===== src/rtl/sram_ctrl_pkg.sv =====
package sram_ctrl_pkg;

  typedef enum logic [2:0] {
    ST_IDLE,
    ST_RD,
    ST_WR_TURN,
    ST_WR_PULSE,
    ST_WR_HOLD
  } ctrl_state_e;

  // ceil(ns / clk), never below one cycle
  function automatic int unsigned ns2cyc(input int unsigned ns, input int unsigned clk);
    int unsigned c;
    c = (ns + clk - 1) / clk;
    return (c == 0) ? 1 : c;
  endfunction

  function automatic int unsigned max2(input int unsigned a, input int unsigned b);
    return (a > b) ? a : b;
  endfunction

endpackage


===== src/rtl/sram_ctrl_timer.sv =====
module sram_ctrl_timer #(
  parameter int CW = 4
) (
  input  logic          clk_i,
  input  logic          rst_ni,
  input  logic          load_i,
  input  logic [CW-1:0] load_val_i,
  output logic          done_o
);

  logic [CW-1:0] cnt_q;

  always_ff @(posedge clk_i or negedge rst_ni) begin
    if (!rst_ni)               cnt_q <= '0;
    else if (load_i)           cnt_q <= load_val_i;
    else if (cnt_q != '0)      cnt_q <= cnt_q - 1'b1;
  end

  assign done_o = (cnt_q == '0);

endmodule


===== src/rtl/sram_ctrl_seq.sv =====
module sram_ctrl_seq
  import sram_ctrl_pkg::*;
#(
  parameter int RD_CYC  = 1,
  parameter int OEZ_CYC = 1,
  parameter int WL_CYC  = 1
) (
  input  logic clk_i,
  input  logic rst_ni,
  input  logic req_valid_i,
  input  logic req_we_i,
  output logic ready_o,
  output logic accept_o,
  output logic capture_o,
  output logic ce_no,
  output logic we_no,
  output logic oe_no,
  output logic dq_oe_o
);

  localparam int MAXC = max2(max2(RD_CYC, OEZ_CYC), WL_CYC);
  localparam int CW   = $clog2(MAXC + 1);

  ctrl_state_e   state_q, state_d;
  logic          load;
  logic [CW-1:0] load_val;
  logic          tmr_done;

  sram_ctrl_timer #(.CW(CW)) u_timer (
    .clk_i      (clk_i),
    .rst_ni     (rst_ni),
    .load_i     (load),
    .load_val_i (load_val),
    .done_o     (tmr_done)
  );

  always_comb begin
    state_d   = state_q;
    load      = 1'b0;
    load_val  = '0;
    accept_o  = 1'b0;
    capture_o = 1'b0;
    unique case (state_q)
      ST_IDLE: begin
        if (req_valid_i) begin
          accept_o = 1'b1;
          load     = 1'b1;
          if (req_we_i) begin
            state_d  = ST_WR_TURN;
            load_val = CW'(OEZ_CYC - 1);
          end else begin
            state_d  = ST_RD;
            load_val = CW'(RD_CYC - 1);
          end
        end
      end
      ST_RD: begin
        if (tmr_done) begin
          capture_o = 1'b1;
          state_d   = ST_IDLE;
        end
      end
      ST_WR_TURN: begin
        if (tmr_done) begin
          state_d  = ST_WR_PULSE;
          load     = 1'b1;
          load_val = CW'(WL_CYC - 1);
        end
      end
      ST_WR_PULSE: begin
        if (tmr_done) state_d = ST_WR_HOLD;
      end
      ST_WR_HOLD: state_d = ST_IDLE;
      default:    state_d = ST_IDLE;
    endcase
  end

  always_ff @(posedge clk_i or negedge rst_ni) begin
    if (!rst_ni) state_q <= ST_IDLE;
    else         state_q <= state_d;
  end

  // strobes registered from next state: no decode glitches on the pins
  always_ff @(posedge clk_i or negedge rst_ni) begin
    if (!rst_ni) begin
      ce_no   <= 1'b1;
      we_no   <= 1'b1;
      oe_no   <= 1'b1;
      dq_oe_o <= 1'b0;
    end else begin
      ce_no   <= (state_d == ST_IDLE);
      we_no   <= (state_d != ST_WR_PULSE);
      oe_no   <= (state_d != ST_RD);
      dq_oe_o <= (state_d == ST_WR_PULSE) || (state_d == ST_WR_HOLD);
    end
  end

  assign ready_o = (state_q == ST_IDLE);

endmodule


===== src/rtl/sram_ctrl_dp.sv =====
module sram_ctrl_dp #(
  parameter int AW = 15,
  parameter int DW = 8
) (
  input  logic          clk_i,
  input  logic          rst_ni,
  input  logic          accept_i,
  input  logic          capture_i,
  input  logic [AW-1:0] req_addr_i,
  input  logic [DW-1:0] req_wdata_i,
  input  logic [DW-1:0] sram_dq_i,
  output logic [AW-1:0] sram_addr_o,
  output logic [DW-1:0] sram_dq_o,
  output logic          rsp_valid_o,
  output logic [DW-1:0] rsp_rdata_o
);

  always_ff @(posedge clk_i or negedge rst_ni) begin
    if (!rst_ni) begin
      sram_addr_o <= '0;
      sram_dq_o   <= '0;
    end else if (accept_i) begin
      sram_addr_o <= req_addr_i;
      sram_dq_o   <= req_wdata_i;
    end
  end

  always_ff @(posedge clk_i or negedge rst_ni) begin
    if (!rst_ni) begin
      rsp_valid_o <= 1'b0;
      rsp_rdata_o <= '0;
    end else begin
      rsp_valid_o <= capture_i;
      if (capture_i) rsp_rdata_o <= sram_dq_i;
    end
  end

endmodule


===== src/rtl/sram_ctrl.sv =====
module sram_ctrl
  import sram_ctrl_pkg::*;
#(
  parameter int AW        = 15,
  parameter int DW        = 8,
  parameter int CLK_NS    = 20,
  parameter int T_RC_NS   = 12,
  parameter int T_WP_NS   = 10,
  parameter int T_DW_NS   = 6,
  parameter int T_OEZ_NS  = 6
) (
  input  logic          clk_i,
  input  logic          rst_ni,
  input  logic          req_valid_i,
  output logic          req_ready_o,
  input  logic          req_we_i,
  input  logic [AW-1:0] req_addr_i,
  input  logic [DW-1:0] req_wdata_i,
  output logic          rsp_valid_o,
  output logic [DW-1:0] rsp_rdata_o,
  output logic          sram_ce_no,
  output logic          sram_we_no,
  output logic          sram_oe_no,
  output logic [AW-1:0] sram_addr_o,
  output logic [DW-1:0] sram_dq_o,
  input  logic [DW-1:0] sram_dq_i,
  output logic          sram_dq_oe_o
);

  localparam int RD_CYC  = ns2cyc(T_RC_NS, CLK_NS);
  localparam int WP_CYC  = ns2cyc(T_WP_NS, CLK_NS);
  localparam int DW_CYC  = ns2cyc(T_DW_NS, CLK_NS);
  localparam int OEZ_CYC = ns2cyc(T_OEZ_NS, CLK_NS);
  // data is driven from the first pulse cycle, so the pulse also covers setup
  localparam int WL_CYC  = max2(WP_CYC, DW_CYC);

  logic accept, capture;

  sram_ctrl_seq #(
    .RD_CYC  (RD_CYC),
    .OEZ_CYC (OEZ_CYC),
    .WL_CYC  (WL_CYC)
  ) u_seq (
    .clk_i       (clk_i),
    .rst_ni      (rst_ni),
    .req_valid_i (req_valid_i),
    .req_we_i    (req_we_i),
    .ready_o     (req_ready_o),
    .accept_o    (accept),
    .capture_o   (capture),
    .ce_no       (sram_ce_no),
    .we_no       (sram_we_no),
    .oe_no       (sram_oe_no),
    .dq_oe_o     (sram_dq_oe_o)
  );

  sram_ctrl_dp #(.AW(AW), .DW(DW)) u_dp (
    .clk_i       (clk_i),
    .rst_ni      (rst_ni),
    .accept_i    (accept),
    .capture_i   (capture),
    .req_addr_i  (req_addr_i),
    .req_wdata_i (req_wdata_i),
    .sram_dq_i   (sram_dq_i),
    .sram_addr_o (sram_addr_o),
    .sram_dq_o   (sram_dq_o),
    .rsp_valid_o (rsp_valid_o),
    .rsp_rdata_o (rsp_rdata_o)
  );

endmodule


===== config.mk =====
export PLATFORM = sky130hd
export DESIGN_NAME = sram_ctrl
export DESIGN_NICKNAME = d
export VERILOG_FILES = /design/src/rtl/sram_ctrl_pkg.sv /design/src/rtl/sram_ctrl_timer.sv /design/src/rtl/sram_ctrl_seq.sv /design/src/rtl/sram_ctrl_dp.sv /design/src/rtl/sram_ctrl.sv
export SDC_FILE = /design/constraint.sdc
export NUM_CORES = 1
export LEC_CHECK = 0
export BUFFER_PORTS_ARGS = -buffer_cell sky130_fd_sc_hd__buf_4
export CORE_UTILIZATION = 30
export CTS_BUF_LIST = sky130_fd_sc_hd__clkbuf_8
export DETAILED_ROUTE_END_ITERATION = 8
export PLACE_DENSITY = 0.63
export SLEW_MARGIN = 10
export SYNTH_ARGS = -nofsm -noshare
export SYNTH_HDL_FRONTEND = slang
export SYNTH_SLANG_ARGS = --single-unit

===== constraint.sdc =====
create_clock -name clk_i -period 1.95 [get_ports clk_i]
set_input_delay 0.2925 -clock clk_i [delete_from_list [all_inputs] [get_ports clk_i]]
set_output_delay 0.2925 -clock clk_i [all_outputs]
set_load 0.05 [all_outputs]

* Yosys cells after proc, flatten, opt, wreduce, memory -nomap -nowiden *
Index checks and enable logic that the tools add are counted.

storage, ports and cells
  word-level logic and storage cells = 34
  bits of input ports = 35
  output and inout port bits = 37
  register bits = 40

cells by class
  reductions and logical operators = 3
  mux-type cells = 13
  equality and inequality tests = 7
  add/sub/neg operators = 1

operators by type and width
  operator                                                count
  two-way mux 3 bit                                       4
  one-hot mux 3 bit (4 select lines)                      1
  == test 3 x 2 -> 1 bit (second input constant)          3
  logical NOT 3 bit                                       2
  two-way mux 1 bit                                       6
  == test 3 x 1 -> 1 bit (second input constant)          1
  == test 3 bit (second input constant)                   1
  inequality test 3 x 1 -> 1 bit (second input constant)  1
  inequality test 3 x 2 -> 1 bit (second input constant)  1
  two-way mux 2 bit                                       1
  one-hot mux 1 bit (2 select lines)                      1
  logical OR 1 bit                                        1
  subtractor 1 bit (second input constant)                1

* Logic depth before layout (Yosys ltp) *
Gate-level depths: netlist (run 1).

  depth in word-level cells = 5
  mapped depth = 3
  gate-level depth less buffers = 2

* Hierarchy *
A second synthesis (run 1) with hierarchy kept.

second synthesis, totals
  cells, all modules = 103
  area, all modules = 1574.0 µm²

modules (own cells, without submodules)
  module           area an instance (µm²)  cells an instance  seq. area each (µm²)  times used
  sram_ctrl_dp     1177.4                  66                 800.8                 1
  sram_ctrl_seq    361.6                   34                 178.9                 1
  sram_ctrl_timer  35.0                    3                  25.0                  1

* Worst setup path before layout (run 1) *
No wires, ideal clock.

  path kind = register to output
  start = reg u_seq.state_q[0]
  end = out req_ready_o
  arrival time = 1.597 ns
  data required time = 1.657 ns
  path buffers = 0
  setup slack = 0.060 ns
  stages on the path, launching flop included = 2
  cell sequence = dfrtp_1 > nor3_1

on the way
  cells in the longest elaborated chain, start to end = 1

ends and longest elaborated chain
  item                    line                 RTL
  start, declared         sram_ctrl_seq.sv:24  ctrl_state_e state_q, state_d;
  start signal, assigned  sram_ctrl_seq.sv:80  else state_q <= state_d;
  logical NOT 3 bit       sram_ctrl_seq.sv:98  assign ready_o = (state_q == ST_IDLE);
  end, declared           sram_ctrl.sv:15      output logic req_ready_o,

No other way between the ends.

* Worst setup path after layout (run 1) *
Ends and elaborated chain as after synthesis.

==> run_results.csv, run 1 <==
group,metric,value,unit
clock_tree,post_cts_resized,0,
worst_setup_path,crit_path_cell_trace,"nor3_1 > buf_4",
floorplan,start_util,32.36,%
synth,yosys-top-cells-area,"dfrtp_1, mux2_2, dfstp_2",
clock_tree,clkTransAtPathRegs,70,ps
run_status,outcome,"complete, no violations",
clock_tree,h-tree-depth,2,
synth,synth_warnings,0,
floorplan,die_area,5142,um2
run,drv_cap,0,
timing,slew_violations,0,
drt,vias_per_cell,4.583,
worst_setup_path,cp_data_arrival_time,1280,ps
worst_setup_path,cpPeakStageDelay,470,ps
timing,rsz0062_at_grt,"no",
final_layout,multi_input_area,450.4,um2
global_route,grt_pass1_vias,1019,
final_layout,seq_area,979.7,um2
floorplan,dieHeight,71.71,um
drt,dr.pass1.iters,4,
timing,period_share,80.89,%
global_route,grt_max_degree,40,
worst_setup_path,cp_slowest_cell,"dfrtp_1",
global_route,met3_usage,4.219,%
placement,finalWeightedCongestion,0.7053,
final_layout,nNetsFinal,200,
timing,min_period,1577,ps
drt,wirelength,2.941,mm
floorplan,io_pins,72,
worst_setup_path,critPathKind,"reg2out",
timing,setup_viol,0,
min_path,min_path_type,"in2reg",
clock_tree,cts_root_buf,"clkbuf_8",
worst_setup_path,r2r-start,"u_seq.state_q[0]",
synth,synth_top_area_cell,"dfrtp_1",
global_route,antenna_found_initial,0,
drt,vias,999,
worst_setup_path,worst-path-max-fanout,8,
timing,tightest_slew,486.8,ps
final_layout,n_fill_cell,408,
synth,synthesis.nets,122,
worst_setup_path,crit_path_end,"req_ready_o",
floorplan,die_x,71.71,um
timing,max_freq,633.9,MHz
worst_setup_path,crit_family,"flip-flops",
clock_tree,clkLatencyLatePin,280,ps
drt,drtIter0Drc,29,
final_layout,drive_above_1_share,68.67,%
synth,yosysTopAreaCellShare,61.80,%
worst_setup_path,rrSetupSlack,380,ps
global_route,use_met1,14.08,%
clock_tree,clk_path_buf_depth,2,
worst_setup_path,worstSetupStartpointType,"register",
worst_setup_path,cp-startpoint,"u_seq.state_q[0]",
synth,synth_seq_cells,39,
placement,dpl.hpwl,2.196,mm
global_route,grt_busiest_layer,"met2",
floorplan,coreArea,4504,um2
global_route,grt_pass1_wl,4.788,mm
timing,max-slew-margin-rel,67.55,%
synth,synth_cells,87,
synth,ys_seq_area_share,67.21,%
drt,drc,0,
placement,portBuffers,71,
final_layout,final_cell_mix,"buf_4, dfrtp_1, mux2_2, clkbuf_8, dfstp_2",
final_layout,antenna_cells,0,
final_layout,final_common_cell,"buf_4",
global_route,grt_overflow,0,
synth,syn_area,1458,um2
clock_tree,cts_buffers,5,
worst_setup_path,end_kind,"output pin",
drt,ant_nets,0,
worst_setup_path,worst-path-stages,2,
drt,wl_per_cell,13.49,um
global_route,track_usage,12.33,%
synth,syn_area_per_cell,16.75,um2
timing,setup_tns,0,ps
worst_setup_path,critPathBufInv,1,
timing,hold_viol,0,
worst_setup_path,r2r_cells,3,
clock_tree,tritoncts,"built",
clock_tree,cts_sinks,39,
global_route,use_met2,21.07,%
synth,yosys.cell_types.count,18,
floorplan,std_cell_rows,24,
worst_setup_path,r2r-end,"u_dp.sram_dq_o[2]",
final_layout,area.growth.synth_to_final,47.73,%
timing,clock_skew,2.303,ps
worst_setup_path,critPathRequiredTime,1660,ps
-- cells in the mapped netlist, drive strengths merged --
library cell / n
nand2: 1
and2b: 1
o21bai: 1
nor3b: 1
dfrtp: 36
o21a: 1
mux2: 31
and2: 1
nand2b: 1
dfstp: 3
nor3: 2
a21oi: 1
nor2b: 2
buf: 3
nor4b: 1
nor2: 1
-- layer usage --
layer	wire length, um	share of wire [%]
met2	1502	51
met5	0	0
met1	1188	40
met3	210	7.1
met4	40	1.4
-- cell type report --
type | instances | area share (%)
Timing Repair Buffer | 74 | 25.92
Clock inverter | 1 | 0.1743
Clock buffer | 7 | 4.474
Sequential cell | 39 | 45.50
Multi-Input combinational cell | 45 | 20.92
Tap cell | 52 | 3.021
-- how the worst min path moves through the flow --
stage | to | from | cells after the start
floorplan | u_dp.rsp_rdata_o[0] | rst_ni | 0
global placement | u_dp.sram_addr_o[6] | rst_ni | 1
detailed placement | u_dp.sram_addr_o[6] | rst_ni | 1
CTS | u_dp.sram_addr_o[5] | req_addr_i[5] | 2
global route | u_dp.sram_addr_o[5] | req_addr_i[5] | 2
finish | u_dp.sram_addr_o[5] | req_addr_i[5] | 2
-- what timing repair did --
item | CTS | global route
hold endpoints to repair | 36 | 0
setup buffers | 0 | 0
hold buffers | 1 | 0
endpoints found under the setup margin | 0 | 0
-- sequential cells by signal (all words and copies together), names as in the netlist, 3 cells and up --
register	cells
u_dp.rsp_rdata_o	8
u_dp.sram_addr_o	15
u_dp.sram_dq_o	8
u_seq.state_q	3
-- worst reg2reg max path, stage by stage (launching register included) --
cell     delay, ps
dfrtp_1        470
nor4b_4        290
buf_4          320
mux2_2         390
-- logic make-up (layout without fill, tap and decap cells) --
group	Yosys count	count (layout)	synth area share, %
flops	39	39	67.21
mux	31	31	23.95
simple gates	11	11	5.580
compound gates	3	3	1.373
buf+inv	3	82	1.888
-- stage by stage --
step                      util (%)  instances  instance area (um2)  hold slack (ps)  setup slack (ps)
after detailed placement     45.36        209                 2043            292.6             373.3
after global routing         47.81        218                 2153            226.7             300.0
after floorplan                  -         87                 1458           -3.091             60.10
final                        47.81        218                 2153            227.9             372.6
after global placement       45.36        209                 2043            277.0             418.2
after CTS                    47.81        218                 2153            220.7             352.5
Power of run 1 is not shown: default switching activity piles up to over one toggle a cycle in this logic, so the estimate is an artifact.
==> inputs of run 2 (changes only) <==
PLACE_DENSITY = 0.65   (was 0.63)
clock period = 1.3 ns   (was 1.95 ns; I/O delays follow)
==> run_results.csv, run 2 (synthesis results as in run 1) <==
group,metric,value,unit
final_layout,regMostFlops,"u_dp.sram_addr_o",
placement,dpl.hpwl,2.245,mm
final_layout,nNetsFinal,207,
worst_setup_path,critPathRequiredTime,1110,ps
floorplan,std_cell_rows,24,
final_layout,final_common_cell,"buf_4",
floorplan,die_area,5142,um2
timing,rsz0062_at_grt,"yes",
floorplan,io_pins,72,
placement,finalWeightedCongestion,0.7184,
final_layout,fin_area,2282,um2
worst_setup_path,path_common_cell,"buf_6",
timing,max-slew-margin-rel,67.98,%
floorplan,start_util,32.36,%
drt,drtIter0Drc,73,
drt,ant_nets,0,
min_path,min_path_type,"in2reg",
final_layout,n_fill_cell,413,
timing,max_freq,689.4,MHz
worst_setup_path,cpPeakStageDelay,430,ps
drt,drc,0,
global_route,use_met1,14.86,%
timing,setup_tns,-3901,ps
global_route,met3_usage,4.782,%
timing,period_share,111.6,%
clock_tree,clk_path_buf_depth,2,
worst_setup_path,crit_path_cell_trace,"buf_6 > nor3_4 > buf_6",
clock_tree,clkTransAtPathRegs,70,ps
run_status,violations,"negative setup slack",
drt,wl_per_cell,13.44,um
worst_setup_path,worst-path-max-fanout,6,
timing,holdWs,137.3,ps
final_layout,largest_register_ffs,15,
worst_setup_path,cp_slowest_cell,"dfrtp_1",
global_route,use_met2,20.55,%
worst_setup_path,end_kind,"output pin",
clock_tree,cts_buffers,5,
global_route,grt_pass1_wl,4.947,mm
clock_tree,cts_root_buf,"clkbuf_8",
worst_setup_path,cp_data_arrival_time,1260,ps
worst_setup_path,worstSetupStartpointType,"register",
global_route,grt_pass1_vias,1021,
clock_tree,cts_sinks,39,
global_route,track_usage,12.71,%
timing,slew_violations,0,
run_status,outcome,"finished, violations left",
floorplan,coreArea,4504,um2
clock_tree,h-tree-depth,2,
clock_tree,clkLatencyLatePin,280,ps
timing,setup_viol,33,
drt,vias,1020,
run,drv_cap,0,
timing,clock_skew,2.065,ps
timing,final.setup.worst_slack,-150.6,ps
floorplan,dieHeight,71.71,um
drt,dr.pass1.iters,3,
timing,tightest_slew,480.4,ps
timing,hold_viol,0,
timing,min_period,1451,ps
floorplan,die_x,71.71,um
global_route,grt_busiest_layer,"met2",
global_route,grt_max_degree,40,
clock_tree,tritoncts,"built",
final_layout,final_cell_mix,"buf_4, dfrtp_1, mux2_2, clkbuf_8, buf_6",
placement,portBuffers,71,
drt,vias_per_cell,4.533,
worst_setup_path,critPathKind,"reg2out",
placement,dpl-instance-area,2092,um2
global_route,grt_overflow,0,
final_layout,top_regs,"u_dp.sram_addr_o: 15 flops, u_dp.rsp_rdata_o: 8 flops, u_dp.sram_dq_o: 8 flops",
final_layout,area.growth.synth_to_final,56.57,%
global_route,antenna_found_initial,0,
final_layout,drive_above_1_share,71.10,%
final_layout,antenna_cells,0,
drt,wirelength,3.024,mm
run 2: per-layer routing:
layer / vias to the layer above / part of all wire (%)
li1: 470 / -
met1: 498 / 39
met2: 48 / 51
met3: 4 / 8.9
met4: 0 / 0.96
met5: - / 0
run 2: final cells by class:
cell class                 instances  area [um2]  area share [%]
sequential                        39       980.9           42.98
timing repair buffer              81       638.1           27.96
multi-input combinational         45       465.4           20.39
clock buffer                       5       68.82           3.015
tap                               52       65.06           2.851
clock inverter                     3       63.81           2.796
run 2: path summary, 6_finish.rpt:
path / start / to / slack [ps] / cells past startpoint
worst min register to register: u_dp.sram_addr_o[5] / u_dp.sram_addr_o[5] / 500 / 1
max in group asynchronous: rst_ni / u_seq.state_q[2] / 520 / 2
worst min-delay path: req_addr_i[5] / u_dp.sram_addr_o[5] / 140 / 2
min in group asynchronous: rst_ni / u_dp.sram_dq_o[6] / 420 / 2
worst max-delay path: u_seq.state_q[0] / req_ready_o / -150 / 3
worst max register to register: u_seq.state_q[2] / u_dp.sram_addr_o[13] / -140 / 3
run 2: per-stage QoR:
step | setup slack [ps] | instances | utilization [%]
floorplan | -187.7 | 87 | -
global placement | -96.45 | 213 | 46.44
detailed placement | -130.8 | 213 | 46.44
CTS | -202.5 | 224 | 50.42
global route | -196.3 | 225 | 50.67
finish | -150.6 | 225 | 50.67
run 2: critical path: cells and delay by family (launching register included):
family | cells | cell delay [ps]
buffers and inverters | 2 | 340
and+or+nand+nor | 1 | 200
DFF | 1 | 430
run 2: timing repair:
| item | in CTS | in global routing |
|---|---|---|
| buffers inserted | 2 | 1 |
| endpoints found under the setup margin | 32 | 32 |
| pin swaps | 1 | 1 |
| hold buffers | 1 | 0 |
| gates resized for setup | 5 | 1 |
| hold endpoints to repair | 36 | 0 |
Power of run 2 is left out for the same reason.
==> inputs of run 3 (changes only) <==
PLACE_DENSITY = 0.63   (was 0.65)
clock period = 1.5 ns   (was 1.3 ns; I/O delays follow)
==> run_results.csv, run 3 (synthesis results as in run 1) <==
group,metric,value,unit
clock_tree,cts_sinks,39,
clock_tree,h-tree-depth,2,
min_path,min_path_type,"in2reg",
floorplan,die_area,5142,um2
clock_tree,cts_buffers,5,
final_layout,nNetsFinal,205,
timing,rsz0062_at_grt,"yes",
drt,vias,1009,
global_route,grt_pass1_wl,4.947,mm
timing,slew_violations,0,
final_layout,fin_area,2218,um2
worst_setup_path,crit_path_cell_trace,"buf_6 > nor3_4 > buf_6",
worst_setup_path,critPathBufInv,2,
floorplan,start_util,32.36,%
final_layout,post-route-util,49.25,%
worst_setup_path,rrSetupSlack,60,ps
worst_setup_path,worst-path-stages,3,
worst_setup_path,critPathRequiredTime,1270,ps
worst_setup_path,r2r-end,"u_dp.sram_addr_o[1]",
timing,min_period,1456,ps
timing,max-slew-margin-rel,67.70,%
worst_setup_path,cp-startpoint,"u_seq.state_q[0]",
final_layout,top_regs,"u_dp.sram_addr_o: 15 flops, u_dp.rsp_rdata_o: 8 flops, u_dp.sram_dq_o: 8 flops",
clock_tree,tritoncts,"built",
drt,wirelength,3.078,mm
clock_tree,clkLatencyLatePin,280,ps
drt,drtIter0Drc,36,
clock_tree,clkTransAtPathRegs,70,ps
worst_setup_path,r2r_cells,3,
timing,setup_tns,0,ps
timing,max_freq,686.7,MHz
placement,dpl.hpwl,2.245,mm
run_status,outcome,"complete, no violations",
drt,wl_per_cell,13.86,um
timing,hold_viol,0,
worst_setup_path,crit_family,"flip-flops",
worst_setup_path,cpPeakStageDelay,430,ps
global_route,grt_pass1_vias,1075,
final_layout,drive_above_1_share,71.18,%
placement,dpl-instance-area,2083,um2
global_route,grt_overflow,0,
worst_setup_path,cp_data_arrival_time,1230,ps
final_layout,multi_input_area,461.7,um2
final_layout,final_cell_mix,"buf_4, dfrtp_1, mux2_2, clkbuf_8, buf_6",
worst_setup_path,r2r-start,"u_seq.state_q[1]",
floorplan,dieHeight,71.71,um
final_layout,regMostFlops,"u_dp.sram_addr_o",
timing,setup_viol,0,
worst_setup_path,cp_slowest_cell,"dfrtp_1",
global_route,grt_max_degree,40,
floorplan,die_x,71.71,um
worst_setup_path,path_common_cell,"buf_6",
worst_setup_path,crit_path_end,"req_ready_o",
placement,finalWeightedCongestion,0.7064,
final_layout,area.growth.synth_to_final,52.19,%
final_layout,final_common_cell,"buf_4",
worst_setup_path,critPathKind,"reg2out",
worst_setup_path,worst-path-max-fanout,3,
clock_tree,clk_path_buf_depth,2,
final_layout,n_fill_cell,408,
timing,clock_skew,2.811,ps
global_route,antenna_found_initial,0,
final_layout,seq_area,980.9,um2
floorplan,io_pins,72,
worst_setup_path,worstSetupStartpointType,"register",
drt,ant_nets,0,
drt,drc,0,
placement,portBuffers,71,
worst_setup_path,end_kind,"output pin",
final_layout,antenna_cells,0,
timing,tightest_slew,484.5,ps
timing,period_share,97.09,%
floorplan,coreArea,4504,um2
clock_tree,cts_root_buf,"clkbuf_8",
run,drv_cap,0,
drt,vias_per_cell,4.545,
final_layout,largest_register_ffs,15,
global_route,track_usage,12.63,%
drt,dr.pass1.iters,4,
floorplan,std_cell_rows,24,
run 3: cell types whose count changed in the layout (fill, tap and decap cells not counted), sizes merged:
cell	previous run	this run
bufinv	2	0
buf	80	78
clkinv	0	1
inv	1	0
clkbuf	5	6
run 3: worst min path at each step:
stage,endpoint,slack [ps],cells past startpoint,from
floorplan,u_dp.rsp_rdata_o[0],-70,0,rst_ni
global placement,u_dp.sram_addr_o[5],210,1,rst_ni
detailed placement,u_dp.sram_addr_o[4],220,1,rst_ni
CTS,u_dp.sram_addr_o[5],160,2,req_addr_i[5]
global route,u_dp.sram_dq_o[6],150,2,req_wdata_i[6]
finish,u_dp.sram_addr_o[5],160,2,req_addr_i[5]
run 3: area by class of cell:
class,count,share of cell area [%]
clock buffers,6,3.723
flip-flops and latches,39,44.22
repair buffers,79,28.09
multi-input cells,45,20.81
well taps,52,2.933
clock inverters,1,0.2256
run 3: worst reg2reg max path, stage by stage, from the launching register on:
cell and delay [ps]:
dfrtp_2 440, nor4b_4 320, buf_12 210, mux2_2 360
run 3: layer usage:
metal,GRT usage [%],routed length [um]
met1,14.61,1263
met2,20.96,1498
met3,3.797,257
met4,6.972,59
met5,0,0
run 3: stage by stage:
step	cells	setup slack, ps	hold slack [ps]
after global placement	212	100.9	211.8
after CTS	220	14.61	157.0
after global routing	222	-15.61	154.8
after detailed placement	212	70.13	224.9
after floorplan	87	-3.037	-70.59
final	222	43.71	163.6
run 3: what timing repair did:
action | CTS | global route
endpoints found under the setup margin | 1 | 1
hold buffers | 1 | 0
setup buffers | 0 | 2
pin swaps | 1 | 2
hold endpoints to repair | 36 | 0
gates resized for setup | 3 | 3
Power of run 3 is left out for the same reason.
